===== src/rtl/refresh_pkg.sv =====
// Shared types and field decoders for the DRAM refresh controller.
// Assumes the clock code and burst code are 3 bits wide.
package refresh_pkg;

    // Sequencer states for distributed and self-refresh operation.
    typedef enum logic [2:0] {
        S_IDLE    = 3'd0,
        S_REQ     = 3'd1,
        S_CAS     = 3'd2,
        S_RAS     = 3'd3,
        S_PRE     = 3'd4,
        S_SR_CAS  = 3'd5,
        S_SR_HOLD = 3'd6,
        S_SR_PRE  = 3'd7
    } seq_state_t;

    // Terminal prescaler value (divide minus one) for a clock code; 0 means stopped.
    function automatic logic [11:0] div_limit(input logic [2:0] code);
        case (code)
            3'd1:    div_limit = 12'd1;
            3'd2:    div_limit = 12'd7;
            3'd3:    div_limit = 12'd31;
            3'd4:    div_limit = 12'd127;
            3'd5:    div_limit = 12'd511;
            3'd6:    div_limit = 12'd2047;
            3'd7:    div_limit = 12'd4095;
            default: div_limit = 12'd0;
        endcase
    endfunction

    // Number of refreshes after the first one in a burst, for a burst code.
    function automatic logic [2:0] burst_extra(input logic [2:0] code);
        case (code)
            3'd0:    burst_extra = 3'd0;
            3'd1:    burst_extra = 3'd1;
            3'd2:    burst_extra = 3'd3;
            3'd3:    burst_extra = 3'd5;
            default: burst_extra = 3'd7;
        endcase
    endfunction

endpackage


===== src/rtl/refresh_regs.sv =====
// Configuration registers of the refresh controller.
// Decodes single-cycle writes; a write to the timing register with the
// flag bit at 0 produces a one-cycle clear pulse for the match flag.
module refresh_regs #(
    parameter int ADDR_W = 2,
    parameter int DATA_W = 8,
    parameter int CNT_W  = 8
) (
    input  logic              clk,
    input  logic              rst_n,
    input  logic              wr_en,
    input  logic [ADDR_W-1:0] wr_addr,
    input  logic [DATA_W-1:0] wr_data,
    output logic              cfg_en,
    output logic              cfg_self,
    output logic [2:0]        cfg_clk_code,
    output logic [2:0]        cfg_burst_code,
    output logic [CNT_W-1:0]  cfg_period,
    output logic              flag_clr
);
    localparam logic [ADDR_W-1:0] A_CTRL   = ADDR_W'(0);
    localparam logic [ADDR_W-1:0] A_TIMING = ADDR_W'(1);
    localparam logic [ADDR_W-1:0] A_PERIOD = ADDR_W'(2);
    localparam int FLAG_BIT = DATA_W - 1;

    // Capture control, timing and period fields on writes.
    always_ff @(posedge clk) begin
        if (!rst_n) begin
            cfg_en         <= 1'b0;
            cfg_self       <= 1'b0;
            cfg_clk_code   <= 3'd0;
            cfg_burst_code <= 3'd0;
            cfg_period     <= '0;
        end else if (wr_en) begin
            if (wr_addr == A_CTRL) begin
                cfg_en   <= wr_data[0];
                cfg_self <= wr_data[1];
            end
            if (wr_addr == A_TIMING) begin
                cfg_clk_code   <= wr_data[2:0];
                cfg_burst_code <= wr_data[5:3];
            end
            if (wr_addr == A_PERIOD) begin
                cfg_period <= wr_data[CNT_W-1:0];
            end
        end
    end

    // Flag clear request: a timing write with the flag bit at zero.
    assign flag_clr = wr_en && (wr_addr == A_TIMING) && !wr_data[FLAG_BIT];

endmodule


===== src/rtl/refresh_prescale.sv =====
// Bus-clock prescaler producing one-cycle counting ticks.
// Assumes the clock code is static while running; a stop clears the phase.
module refresh_prescale #(
    parameter int PRE_W = 12
) (
    input  logic       clk,
    input  logic       rst_n,
    input  logic       run,
    input  logic [2:0] clk_code,
    output logic       tick
);
    import refresh_pkg::*;

    logic [PRE_W-1:0] pre_q;
    logic [PRE_W-1:0] limit;
    logic             active;

    assign limit  = PRE_W'(div_limit(clk_code));
    assign active = run && (clk_code != 3'd0);
    assign tick   = active && (pre_q == limit);

    // Advance the divide phase, wrapping at the selected limit.
    always_ff @(posedge clk) begin
        if (!rst_n || !active) begin
            pre_q <= '0;
        end else if (tick) begin
            pre_q <= '0;
        end else begin
            pre_q <= pre_q + 1'b1;
        end
    end

endmodule


===== src/rtl/refresh_interval.sv =====
// Interval counter with period compare and sticky match flag.
// Assumes tick is a single-cycle pulse; the counter is held at 0 when not running.
module refresh_interval #(
    parameter int CNT_W = 8
) (
    input  logic             clk,
    input  logic             rst_n,
    input  logic             run,
    input  logic             tick,
    input  logic [CNT_W-1:0] period,
    input  logic             flag_clr,
    output logic [CNT_W-1:0] count,
    output logic             match,
    output logic             flag
);
    logic hit;

    assign hit = run && tick && (count == period);

    // Count ticks, restarting from zero after a period match.
    always_ff @(posedge clk) begin
        if (!rst_n || !run) begin
            count <= '0;
        end else if (hit) begin
            count <= '0;
        end else if (tick) begin
            count <= count + 1'b1;
        end
    end

    // Register a one-cycle match pulse toward the sequencer.
    always_ff @(posedge clk) begin
        if (!rst_n) begin
            match <= 1'b0;
        end else begin
            match <= hit;
        end
    end

    // Sticky status flag: set on match, cleared by software, set wins.
    always_ff @(posedge clk) begin
        if (!rst_n) begin
            flag <= 1'b0;
        end else if (hit) begin
            flag <= 1'b1;
        end else if (flag_clr) begin
            flag <= 1'b0;
        end
    end

endmodule


===== src/rtl/refresh_seq.sv =====
// Refresh strobe sequencer: request/grant handshake, bursts of
// CAS-before-RAS cycles, and self-refresh entry and exit.
// Assumes the grant, once given, is held until the request falls.
module refresh_seq #(
    parameter int LEFT_W = 3
) (
    input  logic       clk,
    input  logic       rst_n,
    input  logic       en,
    input  logic       self_sel,
    input  logic [2:0] burst_code,
    input  logic       match,
    input  logic       gnt,
    output logic       req,
    output logic       ras_n,
    output logic       cas_n
);
    import refresh_pkg::*;

    seq_state_t        state;
    logic              kind_self;
    logic              phase;
    logic [LEFT_W-1:0] left;
    logic              pend;
    logic              self_on;
    logic              dist_on;
    logic              take;

    assign self_on = en && self_sel;
    assign dist_on = en && !self_sel;
    assign take    = (state == S_IDLE) && !self_on && dist_on && pend;

    // Remember a period match until the sequencer can serve it.
    always_ff @(posedge clk) begin
        if (!rst_n || !dist_on) begin
            pend <= 1'b0;
        end else if (match) begin
            pend <= 1'b1;
        end else if (take) begin
            pend <= 1'b0;
        end
    end

    // Main sequencing state machine.
    always_ff @(posedge clk) begin
        if (!rst_n) begin
            state     <= S_IDLE;
            kind_self <= 1'b0;
            phase     <= 1'b0;
            left      <= '0;
        end else begin
            case (state)
                S_IDLE: begin
                    phase <= 1'b0;
                    if (self_on) begin
                        kind_self <= 1'b1;
                        state     <= S_REQ;
                    end else if (take) begin
                        kind_self <= 1'b0;
                        left      <= LEFT_W'(burst_extra(burst_code));
                        state     <= S_REQ;
                    end
                end
                S_REQ: begin
                    if (kind_self && !self_on) begin
                        state <= S_IDLE;
                    end else if (gnt) begin
                        state <= kind_self ? S_SR_CAS : S_CAS;
                    end
                end
                S_CAS: begin
                    phase <= 1'b0;
                    state <= S_RAS;
                end
                S_RAS: begin
                    phase <= ~phase;
                    if (phase) begin
                        state <= S_PRE;
                    end
                end
                S_PRE: begin
                    phase <= ~phase;
                    if (phase) begin
                        if (left != '0) begin
                            left  <= left - 1'b1;
                            state <= S_CAS;
                        end else begin
                            state <= S_IDLE;
                        end
                    end
                end
                S_SR_CAS: begin
                    state <= S_SR_HOLD;
                end
                S_SR_HOLD: begin
                    phase <= 1'b0;
                    if (!self_on) begin
                        state <= S_SR_PRE;
                    end
                end
                S_SR_PRE: begin
                    phase <= ~phase;
                    if (phase) begin
                        state <= S_IDLE;
                    end
                end
                default: state <= S_IDLE;
            endcase
        end
    end

    // Strobe and request decode from the current state.
    always_comb begin
        req   = (state != S_IDLE);
        cas_n = !((state == S_CAS) || (state == S_RAS) ||
                  (state == S_SR_CAS) || (state == S_SR_HOLD));
        ras_n = !((state == S_RAS) || (state == S_SR_HOLD));
    end

endmodule


===== src/rtl/dram_refresh_ctrl.sv =====
// Top of the DRAM refresh controller: registers, prescaler, interval
// counter and strobe sequencer. Assumes a single bus clock and that the
// arbiter holds its grant until the request is withdrawn.
module dram_refresh_ctrl #(
    parameter int ADDR_W = 2,
    parameter int DATA_W = 8,
    parameter int CNT_W  = 8,
    parameter int PRE_W  = 12
) (
    input  logic              clk,
    input  logic              rst_n,
    input  logic              wr_en,
    input  logic [ADDR_W-1:0] wr_addr,
    input  logic [DATA_W-1:0] wr_data,
    input  logic              ref_gnt,
    output logic              ref_req,
    output logic              ras_n,
    output logic              cas_n,
    output logic [CNT_W-1:0]  interval_count,
    output logic              match_flag
);
    localparam int LEFT_W = 3;

    logic             cfg_en;
    logic             cfg_self;
    logic [2:0]       cfg_clk_code;
    logic [2:0]       cfg_burst_code;
    logic [CNT_W-1:0] cfg_period;
    logic             flag_clr;
    logic             count_run;
    logic             tick;
    logic             match;

    assign count_run = cfg_en && !cfg_self;

    refresh_regs #(.ADDR_W(ADDR_W), .DATA_W(DATA_W), .CNT_W(CNT_W)) u_regs (
        .clk(clk), .rst_n(rst_n), .wr_en(wr_en), .wr_addr(wr_addr),
        .wr_data(wr_data), .cfg_en(cfg_en), .cfg_self(cfg_self),
        .cfg_clk_code(cfg_clk_code), .cfg_burst_code(cfg_burst_code),
        .cfg_period(cfg_period), .flag_clr(flag_clr)
    );

    refresh_prescale #(.PRE_W(PRE_W)) u_pre (
        .clk(clk), .rst_n(rst_n), .run(count_run),
        .clk_code(cfg_clk_code), .tick(tick)
    );

    refresh_interval #(.CNT_W(CNT_W)) u_ivl (
        .clk(clk), .rst_n(rst_n), .run(count_run), .tick(tick),
        .period(cfg_period), .flag_clr(flag_clr), .count(interval_count),
        .match(match), .flag(match_flag)
    );

    refresh_seq #(.LEFT_W(LEFT_W)) u_seq (
        .clk(clk), .rst_n(rst_n), .en(cfg_en), .self_sel(cfg_self),
        .burst_code(cfg_burst_code), .match(match), .gnt(ref_gnt),
        .req(ref_req), .ras_n(ras_n), .cas_n(cas_n)
    );

endmodule


===== config.mk =====
export PLATFORM = sky130hd
export DESIGN_NAME = dram_refresh_ctrl
export DESIGN_NICKNAME = d
export VERILOG_FILES = /design/src/rtl/refresh_pkg.sv /design/src/rtl/refresh_regs.sv /design/src/rtl/refresh_prescale.sv /design/src/rtl/refresh_interval.sv /design/src/rtl/refresh_seq.sv /design/src/rtl/dram_refresh_ctrl.sv
export SDC_FILE = /design/constraint.sdc
export NUM_CORES = 1
export LEC_CHECK = 0
export ABC_CLOCK_PERIOD_IN_PS = 2250
export BUFFER_PORTS_ARGS = -buffer_cell sky130_fd_sc_hd__clkbuf_2
export CAP_MARGIN = 20
export CORE_AREA = 10 10 72 105
export DETAILED_ROUTE_END_ITERATION = 16
export DIE_AREA = 0 0 82 115
export PLACE_DENSITY = 0.64
export SLEW_MARGIN = 20
export SYNTH_ARGS = -nofsm -noshare
export SYNTH_HDL_FRONTEND = slang
export SYNTH_HIERARCHICAL = 1
export SYNTH_SLANG_ARGS = --single-unit

===== constraint.sdc =====
create_clock -name clk -period 2.25 [get_ports clk]
set_input_delay 0.225 -clock clk [delete_from_list [all_inputs] [get_ports clk]]
set_output_delay 0.225 -clock clk [all_outputs]
set_load 0.02 [all_outputs]

Word level (Yosys, flattened, before mapping)
Index checks and enable logic that the tools add are counted.

storage, ports and cells
  ROM bits = 0
  memory bits (writable) = 0
  output and inout bits = 12
  memories kept = 0
  register bits = 47
  bits in latches = 0
  word-level logic and storage cells = 119
  input port bits = 14

operators by class
  $add $sub $neg = 3
  bitwise logic cells = 1
  $mul = 0
  $lt $le $gt $ge = 0
  divide/modulo/power cells = 0
  muxes and demuxes = 24
  eq/ne operators = 30
  shifts and indexed selects = 0
  reduce and logical (&&, ||, !) cells = 47

operators with widths
  operator                                                                 count
  12-bit one-hot mux with 7 select lines                                   1
  3-bit 2-to-1 mux                                                         13
  3-bit == test, second input constant                                     8
  3-bit one-hot mux with 8 select lines                                    1
  3-bit by 2-bit == test with 1-bit output, second input constant          6
  12-bit by 1-bit adder with 12-bit output, second input constant          1
  12-bit == test                                                           1
  1-bit logical AND                                                        12
  3-bit one-hot mux with 4 select lines                                    1
  2-bit by 1-bit inequality test with 1-bit output, second input constant  5
  2-bit nonzero test                                                       5
  3-bit by 1-bit == test with 1-bit output, second input constant          3
  3-bit nonzero test                                                       3
  8-bit by 1-bit adder with 8-bit output, second input constant            1
  8-bit == test                                                            1
  1-bit logical NOT                                                        8
  2-bit AND reduction                                                      4
  3-bit logical NOT                                                        2
  1-bit logical OR                                                         6
  3-bit one-hot mux with 2 select lines                                    1
  6-bit AND reduction                                                      1
  3-bit OR reduction                                                       2
  1-bit 2-to-1 mux                                                         5
  5-bit AND reduction                                                      1
  other kinds (11)                                                         13

Logic depth before layout (Yosys ltp)
  depth after elaboration = 8
  depth in mapped cells = 11
  gate-level depth less buffers = 9

Modules after synthesis
The synthesis kept the hierarchy.

by module, submodules not included
  module             cells each  area each (sq um)  seq. area each (sq um)  times used
  refresh_prescale   75          668.1              240.2                   1
  refresh_seq        85          655.6              180.2                   1
  refresh_regs       64          626.9              320.3                   1
  refresh_interval   54          525.5              200.2                   1
  dram_refresh_ctrl  1           13.8               0.0                     1

Least setup slack after synthesis
OpenSTA, ideal clock, no wires.

  kind = flip-flop to flip-flop
  start point = reg u_regs.cfg_clk_code[2]
  end point = reg u_ivl.count[7]
  buffers on the path = 2
  data required time = 2.120 ns
  arrival time = 2.078 ns
  clock period less this slack = 2.209 ns
  library setup time = 0.130 ns
  path slack = 0.041 ns
  cell stages (with the launch flop) = 12
  cell sequence = dfxtp_1 > buf_6 > a21o_1 > a2111oi_2 > a31o_2 > nand2_1 > nor4b_2 > buf_6 > nand4_1 > nor3_2 > xnor2_1 > nor3_2

between the ends
  word-level cells in the longest chain between the ends = 7
  elaborated cells between the ends (all ways) = 15
  classes of those cells = eq/ne: 8; mux: 1; reduce/logical: 6

RTL lines
  element                                      line                     source
  start: declaration                           refresh_regs.sv:16       output logic [2:0] cfg_clk_code,
  start signal: assignment                     refresh_regs.sv:40       cfg_clk_code <= wr_data[2:0];
  3-bit == test, or another cell as far along  refresh_pkg.sv:19        case (code)
  12-bit one-hot mux with 7 select lines       refresh_pkg.sv:19
  12-bit == test                               refresh_prescale.sv:20   assign tick = active && (pre_q == limit);
  1-bit logical AND (*)                        refresh_prescale.sv:20
  via tick                                     dram_refresh_ctrl.sv:31  logic tick;
  1-bit logical AND (2 in a row)               refresh_interval.sv:18   assign hit = run && tick && (count == period);
  2-bit OR reduction (no line)                 n/a
  end signal: assignment                       refresh_interval.sv:27   count <= count + 1'b1;
  end: declaration                             refresh_interval.sv:12   output logic [CNT_W-1:0] count,

Mark *: on every way through the listed nets, which the timed path passes. The rest lies on a longest branch.
A chain may end at the register's enable or synchronous reset.

Worst setup path after layout
  start point = reg u_pre.pre_q[6]
  end point = reg u_ivl.count[7]

between the ends
  word-level cells in the longest chain between the ends = 5

RTL lines
  element                         line                     source
  start: declaration              refresh_prescale.sv:14   logic [PRE_W-1:0] pre_q;
  start signal: assignment        refresh_prescale.sv:29   pre_q <= pre_q + 1'b1;
  12-bit == test (*)              refresh_prescale.sv:20
  1-bit logical AND (*)           refresh_prescale.sv:20
  via tick                        dram_refresh_ctrl.sv:31
  1-bit logical AND (2 in a row)  refresh_interval.sv:18
  2-bit OR reduction (no line)    n/a

Marked as above.

==> results_dict.tcl <==
set metrics [dict create \
    max-cap-violations 0 \
    r2r_slack_ns 0.12 \
    clkLatencyLatePin_ns 0.31 \
    cts_root_buf "clkbuf_8" \
    grtUsageTotal 0.120 \
    setup_tns_ns 0 \
    min_period_ns 2.13 \
    drt-total-wl_mm 5.27 \
    postSynth.asyncResetShare 0 \
    diodes 0 \
    rsz0062_at_grt "no" \
    syn_area_sq_mm 0.00249 \
    seqPwrFrac 0.447 \
    postLayoutCellArea_sq_mm 0.00289 \
    core_sq_mm 0.00570 \
    cts.sinks 47 \
    synth_xor_area_frac 0.102 \
    synth_nets 297 \
    die_x_um 82 \
    clk_pin_slew_ns 0.10 \
    relSlewSlack 0.622 \
    cts_buffer_depth 2 \
    yosysTopAreaCell "dfxtp_1" \
    gr-total-overflow 0 \
    fp.dieH_um 115 \
    ant_nets 0 \
    ys.flop_type "dfxtp_1" \
    via_per_inst 5.28 \
    yosys_warnings 6 \
    critPathMaxFanout 3 \
    initialDrtViolationCount 56 \
    yosys.area_share.simple 0.262 \
    crit_path_max_incr_delay_ns 0.49 \
    htreeDepth 2 \
    dp_hpwl_mm 4.06 \
    cp_top_family "simple AND/OR/NAND/NOR gates" \
    setup_viol_count_final 0 \
    p_per_area_mw_per_mm2 711 \
    antenna_found_initial 0 \
    initial_core_util 0.437 \
    yosys.area_share.adder 0.0201 \
    postCtsSetupBuffers 0 \
    numCtsBuffers 5 \
    timing.fmax_mhz 469 \
    synth_edf_count 0 \
    critPathArrivalTime_ns 2.33 \
    status "completed" \
    end_kind "flip-flop" \
    placed_area_sq_mm 0.00274 \
    area_delta_synth_final_pct 16.1 \
    io_pins 26 \
    dr.pass1.iters 4 \
    worst-path-buf-inv 0 \
    ir_worst_vdd_mv 0.411 \
    leakage_uw 0.00117 \
    worstMarginPinSlew_ns 0.566 \
    comb_power_share 0.181 \
    p_clk_frac 0.371 \
    die_area_sq_mm 0.00943 \
    drv_slew 0 \
    synthCells 279 \
    ys_seq_area_frac 0.378 \
    synth_top_family_by_area "simple AND/OR/NAND/NOR gates" \
    vias 2045 \
    hold_viol 0 \
    p_switching_uw 587 \
    grt_pass1_wl_mm 9.18 \
    hold_slack_ns 0.130 \
    fin_crit_sh 0.949 \
    nNetsFinal 332 \
    crit_top_cell "nor3_2" \
    internal_power_uw 1470 \
    worstPathRequired_ns 2.44 \
    worst_setup_path_start_kind "flip-flop" \
    grt_max_degree 23 \
    wl_per_cell_um 13.6 \
    synth.top_cell.area_share 0.378 \
    synth-seq-cells 47 \
    cts_tree "built" \
    synth_cell_types 56 \
    worstPathCellList "or3_2, a21oi_2, nand2_1, nor4b_4, nand4_1, nor3_2, xnor2_1, nor3_2" \
    fin_skew_ns 0.00880 \
    final_cells 387 \
    critical-path-slowest-cell "or3_2" \
    place_congestion 0.871 \
    worst-setup-path-type "reg -> reg" \
    netSwitchingFraction 0.286 \
    hp-class "in -> reg" \
    avgSynthCellArea_sq_um 8.92 \
    drc 0 \
    io_buffers 25 \
    finish.utilization 0.507 \
    place_inst 379 \
    final_layout_size_suffix_gt1_frac 0.216 \
    synth-compound-area-share 0.111 \
    synth_mux_area_frac 0.0814 \
    grt_pass1_vias 1997 \
    num_rows 34 \
    synth_area_leaders "dfxtp_1 38%, mux2i_1 7.2%, nand2_1 6.0%, xnor2_1 5.6%, nor2_1 4.1%" \
]
-- flip-flops by register name, indices dropped and copies added, names as in the netlist, 3 cells and up --
name,cells
u_pre/pre_q,12
u_seq/state,3
u_ivl/count,8
u_regs/cfg_period,8
u_regs/cfg_clk_code,3
u_seq/left,3
u_regs/cfg_burst_code,3
-- worst paths after layout --
check                             from                   end  cells after the start
setup / recovery        u_pre/pre_q[6]        u_ivl/count[7]                      8
hold / removal              wr_data[6]  u_regs/cfg_period[6]                      3
setup reg to reg        u_pre/pre_q[6]        u_ivl/count[7]                      8
hold reg to reg   u_regs/cfg_period[1]  u_regs/cfg_period[1]                      2
-- through the flow --
step           power (uW)  setup WS, ns
6_report             2050         0.116
5_1_grt              2160        0.0224
4_1_cts              2080        0.0307
3_5_place_dp         1310       -0.0113
3_3_place_gp         1310        0.0504
2_1_floorplan        1220        0.0414
-- metal layers --
layer | GRT usage | share of wire
met2 | 0.213 | 0.52
met4 | 0.0490 | 0.019
met3 | 0.0289 | 0.037
met5 | 0 | 0
met1 | 0.131 | 0.42
-- what timing repair did --
item / CTS / global route
endpoints found under the setup margin: 10 / 10
hold buffers: 0 / 0
gates resized for setup: 1 / 3
pin swaps: 0 / 7
-- Yosys cell counts, types with 2 or more instances --
library cell and count:
buf_6 4, o21ai_0 5, nor3_1 13, ha_1 4
nor3b_1 2, nand3_1 11, dfxtp_1 47, a2111oi_2 2
nand2_1 40, nor3_2 2, xor2_1 11, xnor2_1 16
o21a_1 2, nand2b_1 4, mux2i_1 18, inv_1 9
nand4_1 8, buf_4 2, nor2_1 27, nand3b_1 2
a21oi_1 11, buf_2 4, nor2b_1 2
-- worst min-delay path, cell delays in order --
cell and delay (ns):
clkbuf_2 0.08, nand2_1 0.04, mux2i_1 0.05
-- power by group through the flow --
stage	Clock, uW	Sequential [uW]	Combinational (uW)
floorplan	0	901	320
global placement	0	937	374
detailed placement	0	937	376
CTS	783	918	377
global route	814	928	422
finish	763	918	373
-- cells in the final DEF (no fill, tap or decap), types with 2 or more instances in the layout --
master	count
dfxtp_1	45
nand2_1	40
nor2_1	27
clkbuf_2	25
mux2i_1	18
xnor2_1	16
nor3_1	13
buf_4	12
nand3_1	11
xor2_1	11
a21oi_1	10
inv_1	9
nand4_1	8
clkbuf_8	5
o21ai_0	5
ha_1	4
nand2b_1	4
bufinv_16	2
nor3_2	2
nor2b_1	2
o21a_1	2
a2111oi_2	2
a21oi_2	2
nand3b_1	2
dfxtp_2	2
nor3b_1	2
-- cell families after synthesis --
logic type | count (synthesis)
fa+ha+maj | 4
flops | 47
xor+xnor | 28
simple gates | 125
buf+inv | 19
mux | 20
compound gates | 36
-- final cells by class --
cell class	count	area, sq um
clock inverters	3	71.3
clock buffers	5	68.8
inverters	9	33.8
well taps	72	90.1
repair buffers	38	235
multi-input cells	213	1450
fillers	587	2810
flip-flops and latches	47	943
Power figures use the tool's default switching activity.
